==> src/rtl/lcdseg_pkg.sv <==
package lcdseg_pkg;
  // Strobes from control to datapath
  typedef struct packed {
    logic capture;  // store the current nibble at the current beat
    logic load;     // copy input latch to output latch
    logic dirHigh;  // column fill direction
  } ctrlStrb_t;

  // Drive-level codes
  typedef enum logic [1:0] {
    LVL_SEL_POS = 2'b00,
    LVL_NON_POS = 2'b01,
    LVL_NON_NEG = 2'b10,
    LVL_SEL_NEG = 2'b11
  } level_t;
endpackage

==> src/rtl/lcdseg_ctrl.sv <==
module lcdseg_ctrl
  import lcdseg_pkg::*;
#(
  parameter int COLS = 160,
  parameter int NIB  = 4,
  localparam int BEATS  = COLS / NIB,
  localparam int BEAT_W = $clog2(BEATS + 1)
) (
  input  logic              clk,
  input  logic              rstN,
  input  logic              dataClk,
  input  logic              loadStrobe,
  input  logic              dirHigh,
  input  logic              enAIn,
  input  logic              enBIn,
  output ctrlStrb_t         strb,
  output logic [BEAT_W-1:0] beat,
  output logic              enAOut,
  output logic              enBOut,
  output logic              enAOe,
  output logic              enBOe,
  output logic              idle
);
  localparam logic [BEAT_W-1:0] LAST = BEAT_W'(BEATS - 1);
  localparam logic [BEAT_W-1:0] FULL = BEAT_W'(BEATS);

  logic dclkPrev, loadPrev;
  logic dFall, lFall;
  logic enIn, armed, capture;
  logic done;
  logic [BEAT_W-1:0] cnt;

  always_ff @(posedge clk or negedge rstN) begin
    if (!rstN) begin
      dclkPrev <= 1'b0;
      loadPrev <= 1'b0;
    end else begin
      dclkPrev <= dataClk;
      loadPrev <= loadStrobe;
    end
  end

  assign dFall   = dclkPrev & ~dataClk;
  assign lFall   = loadPrev & ~loadStrobe;
  assign enIn    = dirHigh ? enAIn : enBIn;
  assign armed   = ~enIn & ~done;
  assign capture = dFall & armed & ~lFall;

  always_ff @(posedge clk or negedge rstN) begin
    if (!rstN) begin
      cnt  <= '0;
      done <= 1'b0;
    end else if (lFall) begin
      cnt  <= '0;
      done <= 1'b0;
    end else if (capture) begin
      cnt <= cnt + 1'b1;
      if (cnt == LAST) done <= 1'b1;
    end
  end

  assign strb.capture = capture;
  assign strb.load    = lFall;
  assign strb.dirHigh = dirHigh;
  assign beat         = cnt;

  assign enAOut = dirHigh ? 1'b1 : ~done;
  assign enBOut = dirHigh ? ~done : 1'b1;
  assign enAOe  = ~dirHigh;
  assign enBOe  = dirHigh;
  assign idle   = ~armed;


  full_on_done_chk: assert property (@(posedge clk) disable iff (!rstN)
    done |-> (cnt == FULL));

  cnt_range_chk: assert property (@(posedge clk) disable iff (!rstN)
    cnt <= FULL);

  load_clear_chk: assert property (@(posedge clk) disable iff (!rstN)
    lFall |=> (cnt == '0 && !done));

  gated_hold_chk: assert property (@(posedge clk) disable iff (!rstN)
    (enIn && !lFall) |=> $stable(cnt));
endmodule

==> src/rtl/lcdseg_datapath.sv <==
module lcdseg_datapath
  import lcdseg_pkg::*;
#(
  parameter int COLS = 160,
  parameter int NIB  = 4,
  localparam int BEATS  = COLS / NIB,
  localparam int BEAT_W = $clog2(BEATS + 1),
  localparam int IDX_W  = $clog2(COLS)
) (
  input  logic              clk,
  input  logic              rstN,
  input  ctrlStrb_t         strb,
  input  logic [BEAT_W-1:0] beat,
  input  logic [NIB-1:0]    nibble,
  input  logic              frame,
  input  logic              blankN,
  output logic [2*COLS-1:0] levelCode
);
  logic [COLS-1:0] inLatch;
  logic [COLS-1:0] outLatch;
  logic [IDX_W-1:0] baseLow, baseHigh;

  // Lowest written bit index for each direction
  assign baseLow  = IDX_W'(COLS - NIB) - IDX_W'(NIB * beat);
  assign baseHigh = IDX_W'(NIB * beat);

  always_ff @(posedge clk or negedge rstN) begin
    if (!rstN) begin
      inLatch <= '0;
    end else if (strb.capture) begin
      for (int j = 0; j < NIB; j++) begin
        if (strb.dirHigh) inLatch[baseHigh + IDX_W'(NIB - 1 - j)] <= nibble[j];
        else              inLatch[baseLow + IDX_W'(j)]            <= nibble[j];
      end
    end
  end

  always_ff @(posedge clk or negedge rstN) begin
    if (!rstN)          outLatch <= '0;
    else if (strb.load) outLatch <= inLatch;
  end

  generate
    for (genvar c = 0; c < COLS; c++) begin : g_col
      level_t lvl;
      always_comb begin
        if (!blankN)         lvl = LVL_SEL_POS;
        else if (!frame)     lvl = outLatch[c] ? LVL_SEL_POS : LVL_NON_POS;
        else                 lvl = outLatch[c] ? LVL_SEL_NEG : LVL_NON_NEG;
      end
      assign levelCode[2*c +: 2] = lvl;
    end
  endgenerate


  out_hold_chk: assert property (@(posedge clk) disable iff (!rstN)
    !strb.load |=> $stable(outLatch));

  out_copy_chk: assert property (@(posedge clk) disable iff (!rstN)
    strb.load |=> (outLatch == $past(inLatch)));

  load_no_write_chk: assert property (@(posedge clk) disable iff (!rstN)
    strb.load |=> $stable(inLatch));
endmodule

==> src/rtl/lcdseg_loader.sv <==
module lcdseg_loader
  import lcdseg_pkg::*;
#(
  parameter int COLS = 160,
  parameter int NIB  = 4
) (
  input  logic              clk,
  input  logic              rstN,
  input  logic              dataClk,
  input  logic              loadStrobe,
  input  logic              dirHigh,
  input  logic [NIB-1:0]    nibble,
  input  logic              enAIn,
  input  logic              enBIn,
  input  logic              frame,
  input  logic              blankN,
  output logic              enAOut,
  output logic              enBOut,
  output logic              enAOe,
  output logic              enBOe,
  output logic              idle,
  output logic [2*COLS-1:0] levelCode
);
  localparam int BEATS  = COLS / NIB;
  localparam int BEAT_W = $clog2(BEATS + 1);

  ctrlStrb_t         strb;
  logic [BEAT_W-1:0] beat;

  lcdseg_ctrl #(.COLS(COLS), .NIB(NIB)) u_ctrl (
    .clk(clk), .rstN(rstN), .dataClk(dataClk), .loadStrobe(loadStrobe),
    .dirHigh(dirHigh), .enAIn(enAIn), .enBIn(enBIn), .strb(strb), .beat(beat),
    .enAOut(enAOut), .enBOut(enBOut), .enAOe(enAOe), .enBOe(enBOe), .idle(idle)
  );

  lcdseg_datapath #(.COLS(COLS), .NIB(NIB)) u_dp (
    .clk(clk), .rstN(rstN), .strb(strb), .beat(beat), .nibble(nibble),
    .frame(frame), .blankN(blankN), .levelCode(levelCode)
  );
endmodule

==> config.mk <==
export PLATFORM = sky130hd
export DESIGN_NAME = lcdseg_loader
export DESIGN_NICKNAME = d
export VERILOG_FILES = /design/src/rtl/lcdseg_pkg.sv /design/src/rtl/lcdseg_ctrl.sv /design/src/rtl/lcdseg_datapath.sv /design/src/rtl/lcdseg_loader.sv
export SDC_FILE = /design/constraint.sdc
export NUM_CORES = 1
export LEC_CHECK = 0
export BUFFER_PORTS_ARGS = -buffer_cell sky130_fd_sc_hd__buf_2
export CORE_ASPECT_RATIO = 0.6
export CORE_MARGIN = 5
export CORE_UTILIZATION = 60
export CTS_CLUSTER_DIAMETER = 120
export CTS_CLUSTER_SIZE = 25
export DETAILED_ROUTE_END_ITERATION = 10
export GPL_TIMING_DRIVEN = 1
export MAX_ROUTING_LAYER = met4
export PLACE_DENSITY = 0.85
export SYNTH_ARGS = -nofsm -noshare
export SYNTH_HDL_FRONTEND = slang
export SYNTH_SLANG_ARGS = --single-unit
==> constraint.sdc <==
create_clock -name clk -period 14 [get_ports clk]
set_input_delay 2.1 -clock clk [delete_from_list [all_inputs] [get_ports clk]]
set_output_delay 2.1 -clock clk [all_outputs]
set_load 0.01 [all_outputs]
==> results.py, run 1 <==
metrics = {
    "critical_path": {
        "cpMostUsedCell": "buf_4",
        "max_stage_delay_ns": 0.79,
        "crit_path_end_kind": "primary output",
        "crit_path_max_fanout": 56,
        "arrival_ns": 4.71,
        "worstPathRequired_ns": 11.90,
        "cp-start-kind": "input pin",
        "cp-startpoint": "frame",
        "worstReg2RegEnd": "u_dp.inLatch[132]",
        "cp_slowest_cell": "buf_4",
        "cp-endpoint": "levelCode[52]",
        "reg2reg_depth": 7,
        "path_class": "input pin to primary output",
        "r2r_setup_slack_ns": 10.13,
        "cp_cell_sequence": "clkbuf_8 > buf_4 > buf_4 > xnor2_1 > and2_1 > buf_2",
        "timing.rr.start": "u_ctrl.beat[3]",
    },
    "synthesis": {
        "ys_types": 52,
        "synthesis.nets": 2116,
        "async_flop_share_pct": 100,
        "synth_top_area_share_pct": 43.9,
        "synth_cells": 2100,
        "synth_area_leaders": "dfrtp_1, nand2_1, xnor2_1, buf_4, a22o_1",
        "synth_flop_cell": "dfrtp_1",
        "seq_area_frac_synth_pct": 43.9,
        "ys_ff_latch": 329,
        "yosysTopAreaCell": "dfrtp_1",
        "syn_area_per_cell_um2": 8.93,
        "synth_edf_count": 0,
        "ys_warn_count": 0,
        "syn-cell-area_mm2": 0.0188,
    },
    "die": {
        "initial_core_util_pct": 60.5,
        "die-area_mm2": 0.0350,
        "die_h_um": 147,
        "core-area_mm2": 0.0310,
        "ios": 338,
        "rows": 50,
        "die-width_um": 238,
    },
    "drt": {
        "post_drt_wl_per_cell_um": 23.0,
        "drt-initial-drc-count": 1683,
        "drtPass1Iterations": 6,
        "antenna_left": 0,
        "drc": 0,
        "vias_per_cell": 6.08,
        "vias": 15500,
        "wl_um": 58600,
    },
    "timing": {
        "worst_pin_slew_ns": 1.23,
        "period_share_pct": 48.7,
        "finalSetupViolCount": 0,
        "min_period_ns": 6.81,
        "finalHoldViolCount": 0,
        "timing.fmax_ghz": 0.147,
        "clock_skew_ns": 0.0475,
        "tns_ns": 0,
        "rsz0062_at_grt": "false",
        "slew_violations": 0,
        "relSlewSlack_pct": 17.8,
    },
    "global_routing": {
        "groute.usage.overall_pct": 33.6,
        "antenna_found_initial": 0,
        "first_global_vias": 14700,
        "grt_max_degree": 162,
        "grt_overflow": 0,
        "grt_pass1_wl_um": 89900,
    },
    "cells_and_area": {
        "drive_gt1_share_pct": 19.6,
        "n_fill_cell": 2571,
        "nets": 2152,
        "multi_input_area_mm2": 0.00855,
        "final_cell_area_mm2": 0.0196,
        "final_cell_mix": "nand2_1, buf_2, dfrtp_1",
        "n_antenna_cell": 0,
        "regArea_mm2": 0.00823,
        "area_growth_pct": 4.58,
        "final_common_cell": "nand2_1",
        "fin_util_pct": 63.2,
    },
    "cts": {
        "cts_setup_buffers": 0,
        "cts.sinks": 329,
        "cts_buffers": 17,
        "cts_tree": "built",
        "post_cts_resize_count": 0,
        "clkTransAtPathRegs_ns": 0.10,
        "ctsLongestPathBuffers": 3,
        "clkLatencyLatePin_ns": 0.55,
        "ctsHoldBuffers": 0,
        "htree_levels": 1,
        "root_buffer": "clkbuf_16",
    },
    "place": {
        "dp_hpwl_um": 41700,
        "port_buffers": 337,
        "placedInstanceArea_mm2": 0.0192,
        "gp_congestion": 0.991,
    },
    "power": {
        "leakage_nw": 9.52,
        "finalPower_mw": 1.90,
        "ir_drop_uv": 72.1,
        "powerDensity_mw_per_mm2": 96.7,
    },
    "hold_path": {
        "min_path_type": "flip-flop to flip-flop",
    },
    "job": {
        "maxCapViolations": 0,
    },
    "status": {
        "outcome": "finished, final reports clean",
    },
}
## cell usage after synthesis, drive strengths merged (2+ instances only)
master	count
a22o	116
a22oi	12
a2bb2oi	32
and2	163
and3	11
and3b	2
buf	254
clkbuf	84
dfrtp	329
ha	3
inv	3
nand2	512
nand2b	8
nand3	44
nand4	4
nand4b	5
nand4bb	7
nor2	55
nor2b	5
nor3	43
nor3b	4
o21a	16
o21ai	40
o22ai	148
o2bb2ai	12
or2	5
or3	3
or3b	3
or4b	4
xnor2	164
xor2	3
## worst min path at each step
stage | depth (start not counted) | from | endpoint
after floorplan | 2 | u_dp.inLatch[102] | u_dp.outLatch[102]
after global placement | 2 | u_dp.inLatch[91] | u_dp.outLatch[91]
after detailed placement | 2 | u_dp.inLatch[6] | u_dp.outLatch[6]
after CTS | 2 | u_dp.inLatch[87] | u_dp.outLatch[87]
after global routing | 2 | u_dp.inLatch[38] | u_dp.outLatch[38]
final | 2 | u_dp.inLatch[87] | u_dp.outLatch[87]
## critical path, delay by kind of cell
kind | cells | cell delay [ns]
buffers and inverters | 4 | 2.08
and+or+nand+nor | 1 | 0.21
xor gates and xnor gates | 1 | 0.19
## routing by layer
metal | vias up | global-route usage, % | share of wire, % | routed length [um]
met2 | 795 | 47.6 | 43 | 25000
li1 | 6974 | - | - | -
met3 | 105 | 10.3 | 11 | 6680
met1 | 7640 | 48.4 | 44 | 25600
met4 | 0 | 6.82 | 2.3 | 1340
met5 | - | - | 0 | 0
## registers in the layout (all words and copies together), names as in the netlist
| signal | count |
|---|---|
| u_ctrl.done | 1 |
| u_dp.inLatch | 160 |
| u_ctrl.beat | 6 |
| u_ctrl.loadPrev | 1 |
| u_dp.outLatch | 160 |
| u_ctrl.dclkPrev | 1 |
## area by class of cell
type                            instances  share of cell area (%)
Timing Repair Buffer                  355                    9.39
Sequential cell                       329                    42.0
Multi-Input combinational cell       1430                    43.6
Clock inverter                          2                   0.198
Tap cell                              416                    2.65
Clock buffer                           17                    2.17
Inverter                                3                  0.0574
## through the flow
stage	cells	hold slack, ns	setup slack [ns]
4_1_cts	2552	0.472	7.19
3_3_place_gp	2533	0.457	7.38
5_1_grt	2552	0.506	7.03
6_report	2552	0.466	7.19
3_5_place_dp	2533	0.461	7.20
2_1_floorplan	2100	0.439	5.82
## logic make-up (layout without fill, tap and decap cells)
group	after synthesis	after routing	share of synthesized area [%]
AND/OR/NAND/NOR	881	881	22.0
buffers and inverters	341	377	10.7
flip-flops	329	329	43.9
AO/OA/AOI/OAI	378	378	15.3
XOR/XNOR	167	167	7.84
adder cells (fa/ha/maj)	3	3	0.200
multiplexers	1	1	0.0733
## where the power goes
part	switching [mW]	internal, mW
sequential	0.0443	0.996
clock	0.311	0.225
combinational	0.194	0.127
total	0.549	1.35
Power figures use the tool's default switching activity.
==> run 2: changes to the inputs <==
ABC_AREA = 1   (was default)
CORE_UTILIZATION = 52   (was 60)
PLACE_DENSITY = 0.78   (was 0.85)
clock period = 6 ns   (was 14 ns; I/O delays follow)
==> run 2 against run 1 <==
Clock skew shrank 0.014 ns. Utilization down 8.4 points. Wire length decreased by 0.86%. Sequential power grew 140%. Register-to-register slack lost 7.4 ns. Synthesized cell count rose by 42%. Via count up 22%. Final cell count is 39% higher. Flip-flop and latch count unchanged. Critical endpoint is now levelCode[213]. Highest routed layer unchanged.
==> results.py, run 2 <==
metrics = {
    "synthesis": {
        "ys_warn_count": 0,
        "seq_area_frac_synth_pct": 40.7,
        "synth_flop_cell": "dfrtp_1",
        "synth_cells": 2972,
        "ys_types": 27,
        "synthTopCellsByCount": "nand2_1, o21ai_0, dfrtp_1",
        "synth_top_area_share_pct": 40.7,
        "syn_area_per_cell_um2": 6.81,
        "async_flop_share_pct": 100,
        "syn-cell-area_mm2": 0.0202,
        "synth_most_common_cell": "nand2_1",
        "synth_area_leaders": "dfrtp_1, nand2_1, o21ai_0, buf_4, inv_1",
        "yosysTopAreaCell": "dfrtp_1",
        "synthesis.nets": 2988,
        "synth_edf_count": 0,
        "ys_ff_latch": 329,
    },
    "global_routing": {
        "first_global_vias": 17300,
        "grtUsageMet1_pct": 38.1,
        "grt_overflow": 0,
        "met2_usage_pct": 38.3,
        "top_usage_layer": "met2",
        "grt_max_degree": 153,
        "grt_pass1_wl_um": 90900,
        "grt_use_met3_pct": 5.06,
        "antenna_found_initial": 3,
        "groute.usage.overall_pct": 26.3,
    },
    "place": {
        "gp_congestion": 0.894,
        "placedInstanceArea_mm2": 0.0208,
        "dp_hpwl_um": 39300,
        "port_buffers": 337,
    },
    "power": {
        "ir_drop_uv": 199,
        "finalPower_mw": 4.72,
        "powerDensity_mw_per_mm2": 222,
        "leakage_nw": 11.2,
    },
    "cts": {
        "ctsLongestPathBuffers": 3,
        "cts_setup_buffers": 0,
        "clkLatencyLatePin_ns": 0.55,
        "ctsHoldBuffers": 0,
        "clkTransAtPathRegs_ns": 0.10,
        "post_cts_resize_count": 0,
        "cts_tree": "built",
        "root_buffer": "clkbuf_16",
        "htree_levels": 1,
        "cts.sinks": 329,
        "cts_buffers": 17,
    },
    "drt": {
        "drc": 0,
        "wl_um": 58100,
        "vias": 19000,
        "drtPass1Iterations": 6,
        "vias_per_cell": 5.37,
        "antenna_left": 0,
        "drt-initial-drc-count": 2070,
        "post_drt_wl_per_cell_um": 16.4,
    },
    "cells_and_area": {
        "n_fill_cell": 3646,
        "regArea_mm2": 0.00823,
        "final_common_cell": "nand2_1",
        "final_cell_mix": "nand2_1, o21ai_0, buf_2",
        "multi_input_area_mm2": 0.00885,
        "area_growth_pct": 4.98,
        "drive_gt1_share_pct": 14.1,
        "final_cell_area_mm2": 0.0212,
        "nets": 3026,
    },
    "timing": {
        "min_period_ns": 3.70,
        "tns_ns": 0,
        "clock_skew_ns": 0.0333,
        "relSlewSlack_pct": 26.1,
        "finalHoldViolCount": 0,
        "rsz0062_at_grt": "false",
        "finalSetupViolCount": 0,
        "timing.fmax_ghz": 0.270,
        "slew_violations": 0,
        "worst_pin_slew_ns": 1.10,
        "period_share_pct": 61.6,
    },
    "critical_path": {
        "cp-start-kind": "input pin",
        "path_class": "input pin to primary output",
        "max_stage_delay_ns": 0.68,
        "arrival_ns": 2.80,
        "cp_slowest_cell": "buf_4",
        "crit_path_max_fanout": 144,
        "worstPathRequired_ns": 5.10,
        "crit_path_end_kind": "primary output",
        "cp_cell_sequence": "clkbuf_8 > nand2_1 > inv_2 > buf_4 > buf_2",
    },
    "die": {
        "ios": 338,
        "core-area_mm2": 0.0387,
        "die_h_um": 163,
        "die-width_um": 265,
        "die-area_mm2": 0.0431,
        "initial_core_util_pct": 52.2,
        "rows": 56,
    },
    "status": {
        "outcome": "finished, final reports clean",
    },
    "job": {
        "maxCapViolations": 0,
    },
    "hold_path": {
        "min_path_type": "input pin to asynchronous set/reset pin",
    },
}
## run 2: report_power, final
part,leakage (nW),switching (mW),internal [mW]
registers,4.36,0.121,2.39
logic,6.65,0.632,0.291
clock network,0.225,0.756,0.526
## run 2: cell type report
type	count	area share, %
Sequential cell	329	38.8
Clock buffer	17	2.00
Tap cell	522	3.07
Timing Repair Buffer	356	8.89
Antenna cell	3	0.0353
Multi-Input combinational cell	1999	41.6
Inverter	307	5.42
Clock inverter	2	0.183
## run 2: routing by layer
metal / vias to the layer above / share of wire [%]
met4: 0 / 2.4
met2: 840 / 43
li1: 9303 / -
met3: 112 / 9.7
met1: 8716 / 45
met5: - / 0
## run 2: path summary, 6_finish.rpt
kind	from	end	slack (ns)	depth (start not counted)
worst min-delay path	rstN	u_dp.outLatch[153]	0.25	1
worst min register to register	u_dp.inLatch[108]	u_dp.outLatch[108]	0.48	2
worst max-delay path	frame	levelCode[213]	2.30	5
worst max register to register	u_ctrl.beat[3]	u_dp.inLatch[93]	2.72	8
max in group asynchronous	rstN	u_dp.outLatch[6]	4.45	2
min in group clk	u_dp.inLatch[108]	u_dp.outLatch[108]	0.48	2
## run 2: cells by family after synthesis
group | count (synthesis) | share of synthesized area (%)
AND/OR/NAND/NOR | 1398 | 28.6
AO/OA/AOI/OAI | 598 | 14.9
adder cells (fa/ha/maj) | 3 | 0.186
flip-flops | 329 | 40.7
buffers and inverters | 644 | 15.7
## run 2: critical path, delay by kind of cell
kind                   cells  cell delay, ns
and+or+nand+nor            1            0.15
buffers and inverters      4            1.57
## run 2: metrics by stage
step	instances	hold slack (ns)	setup WS (ns)	utilization [%]
after floorplan	2972	0.442	0.702	-
after global placement	3513	0.461	2.32	53.6
after detailed placement	3513	0.466	2.30	53.6
after CTS	3532	0.247	2.30	54.8
after global routing	3535	0.270	2.01	54.8
final	3535	0.249	2.30	54.8
==> run 3: changes to the inputs <==
clock period = 3.2 ns   (was 6 ns; I/O delays follow)
==> run 3 against run 2 <==
Sequential power rose by 88%. Register-to-register slack got worse by 2.2 ns. First-iteration DRC count fell by 1.2%. Combinational power rose by 92%. Critical path depth rose by 5. Wire length rose by 1.5%. Die area did not move. Highest routed layer unchanged.
==> results.py, run 3 (synthesis gave the netlist of run 2 again) <==
metrics = {
    "timing": {
        "tns_ns": 0,
        "timing.fmax_ghz": 0.369,
        "finalHoldViolCount": 0,
        "relSlewSlack_pct": 37.8,
        "fin_ws_ns": 0.491,
        "min_period_ns": 2.71,
        "period_share_pct": 84.7,
        "rsz0062_at_grt": "false",
        "finalSetupViolCount": 0,
        "slew_violations": 0,
        "clock_skew_ns": 0.0365,
        "worst_pin_slew_ns": 0.928,
    },
    "hold_path": {
        "min_to": "u_ctrl.dclkPrev",
        "min_path_type": "input pin to flip-flop",
        "hold_path.startpoint": "dataClk",
        "holdPathStages": 1,
    },
    "global_routing": {
        "antenna_found_initial": 2,
        "grt_pass1_wl_um": 93000,
        "groute.usage.overall_pct": 26.9,
        "grt_max_degree": 163,
        "first_global_vias": 17700,
        "grt_overflow": 0,
    },
    "cells_and_area": {
        "drive_gt1_share_pct": 14.8,
        "regArea_mm2": 0.00823,
        "multi_input_area_mm2": 0.00885,
        "nets": 3051,
        "final_common_cell": "nand2_1",
        "final_cell_mix": "nand2_1, o21ai_0, buf_2",
        "area_growth_pct": 6.54,
        "n_fill_cell": 3667,
    },
    "critical_path": {
        "r2r_setup_slack_ns": 0.49,
        "cp-start-kind": "flip-flop",
        "reg2reg_depth": 10,
        "crit_path_max_fanout": 23,
        "worstReg2RegEnd": "u_dp.inLatch[21]",
        "arrival_ns": 3.15,
        "worstPathRequired_ns": 3.64,
        "crit_path_end_kind": "flip-flop",
        "timing.rr.start": "u_ctrl.beat[3]",
        "cp-startpoint": "u_ctrl.beat[3]",
        "path_class": "flip-flop to flip-flop",
    },
    "cts": {
        "cts_setup_buffers": 0,
        "cts.sinks": 329,
        "htree_levels": 1,
        "cts_buffers": 17,
        "post_cts_resize_count": 0,
        "cts_tree": "built",
        "clkLatencyLatePin_ns": 0.54,
        "root_buffer": "clkbuf_16",
        "ctsLongestPathBuffers": 3,
        "clkTransAtPathRegs_ns": 0.11,
    },
    "power": {
        "powerDensity_mw_per_mm2": 412,
        "ir_drop_uv": 345,
        "leakage_nw": 11.4,
    },
    "drt": {
        "antenna_left": 0,
        "vias_per_cell": 5.42,
        "post_drt_wl_per_cell_um": 16.6,
        "drt-initial-drc-count": 2046,
        "drc": 0,
        "drtPass1Iterations": 7,
        "wl_um": 58900,
        "vias": 19300,
    },
    "die": {
        "rows": 56,
        "core-area_mm2": 0.0387,
        "die-area_mm2": 0.0431,
        "initial_core_util_pct": 52.2,
        "die_h_um": 163,
        "die-width_um": 265,
        "ios": 338,
    },
    "status": {
        "outcome": "finished, final reports clean",
    },
    "place": {
        "gp_congestion": 0.908,
        "pre_cts_ws_ns": 0.586,
        "dp_hpwl_um": 40700,
        "port_buffers": 337,
    },
    "job": {
        "maxCapViolations": 0,
    },
}
-- run 3: timing repair --
action,4_1_cts,5_1_grt
hold endpoints to repair,30,0
hold buffers,1,0
setup endpoints to repair,0,0
-- run 3: cell type report --
type,count,share of cell area [%]
multi-input cells,1999,41.1
flip-flops and latches,329,38.2
repair buffers,381,10.2
inverters,307,5.36
well taps,522,3.03
clock buffers,17,1.97
clock inverters,1,0.139
diodes,2,0.0232
-- run 3: where the power goes --
| part | leakage [nW] | internal (mW) | switching [mW] | total (mW) |
|---|---|---|---|---|
| clock network | 0.221 | 0.981 | 1.39 | 2.37 |
| logic | 6.82 | 0.575 | 1.20 | 1.77 |
| registers | 4.36 | 4.48 | 0.249 | 4.73 |
-- run 3: through the flow --
stage	instances	hold WS, ns	power [mW]	area (um2)	utilization, %
3_5_place_dp	3537	0.463	6.56	21100	54.4
3_3_place_gp	3537	0.461	6.48	21100	54.4
4_1_cts	3556	0.0524	8.90	21600	55.6
6_report	3558	0.0571	8.88	21600	55.6
5_1_grt	3557	0.0562	9.33	21600	55.6
2_1_floorplan	2972	0.184	6.00	20300	-
-- run 3: layer usage --
metal	up-vias	routed length, um	global-route usage, %
li1	9356	-	-
met2	953	24800	38.4
met1	8843	25900	38.6
met4	0	1600	7.26
met5	-	0	-
met3	132	6650	6.40
-- run 3: worst max-delay path by stage --
stage / endpoint / slack (ns) / depth (start not counted)
after global routing: u_dp.inLatch[21] / 0.39 / 10
after global placement: u_dp.inLatch[61] / 0.73 / 10
after floorplan: levelCode[101] / -0.15 / 6
final: u_dp.inLatch[21] / 0.49 / 10
after detailed placement: u_dp.inLatch[21] / 0.59 / 11
after CTS: u_dp.inLatch[21] / 0.62 / 10
-- run 3: worst max-delay path: stages (launching register included) --
cell and delay [ns]:
dfrtp_1 0.51, inv_2 0.40, ha_1 0.36, nor2_1 0.18
inv_1 0.14, nor2_4 0.31, nand2_1 0.22, o21ai_0 0.24
nand2_1 0.11, nand2_1 0.10, inv_1 0.04
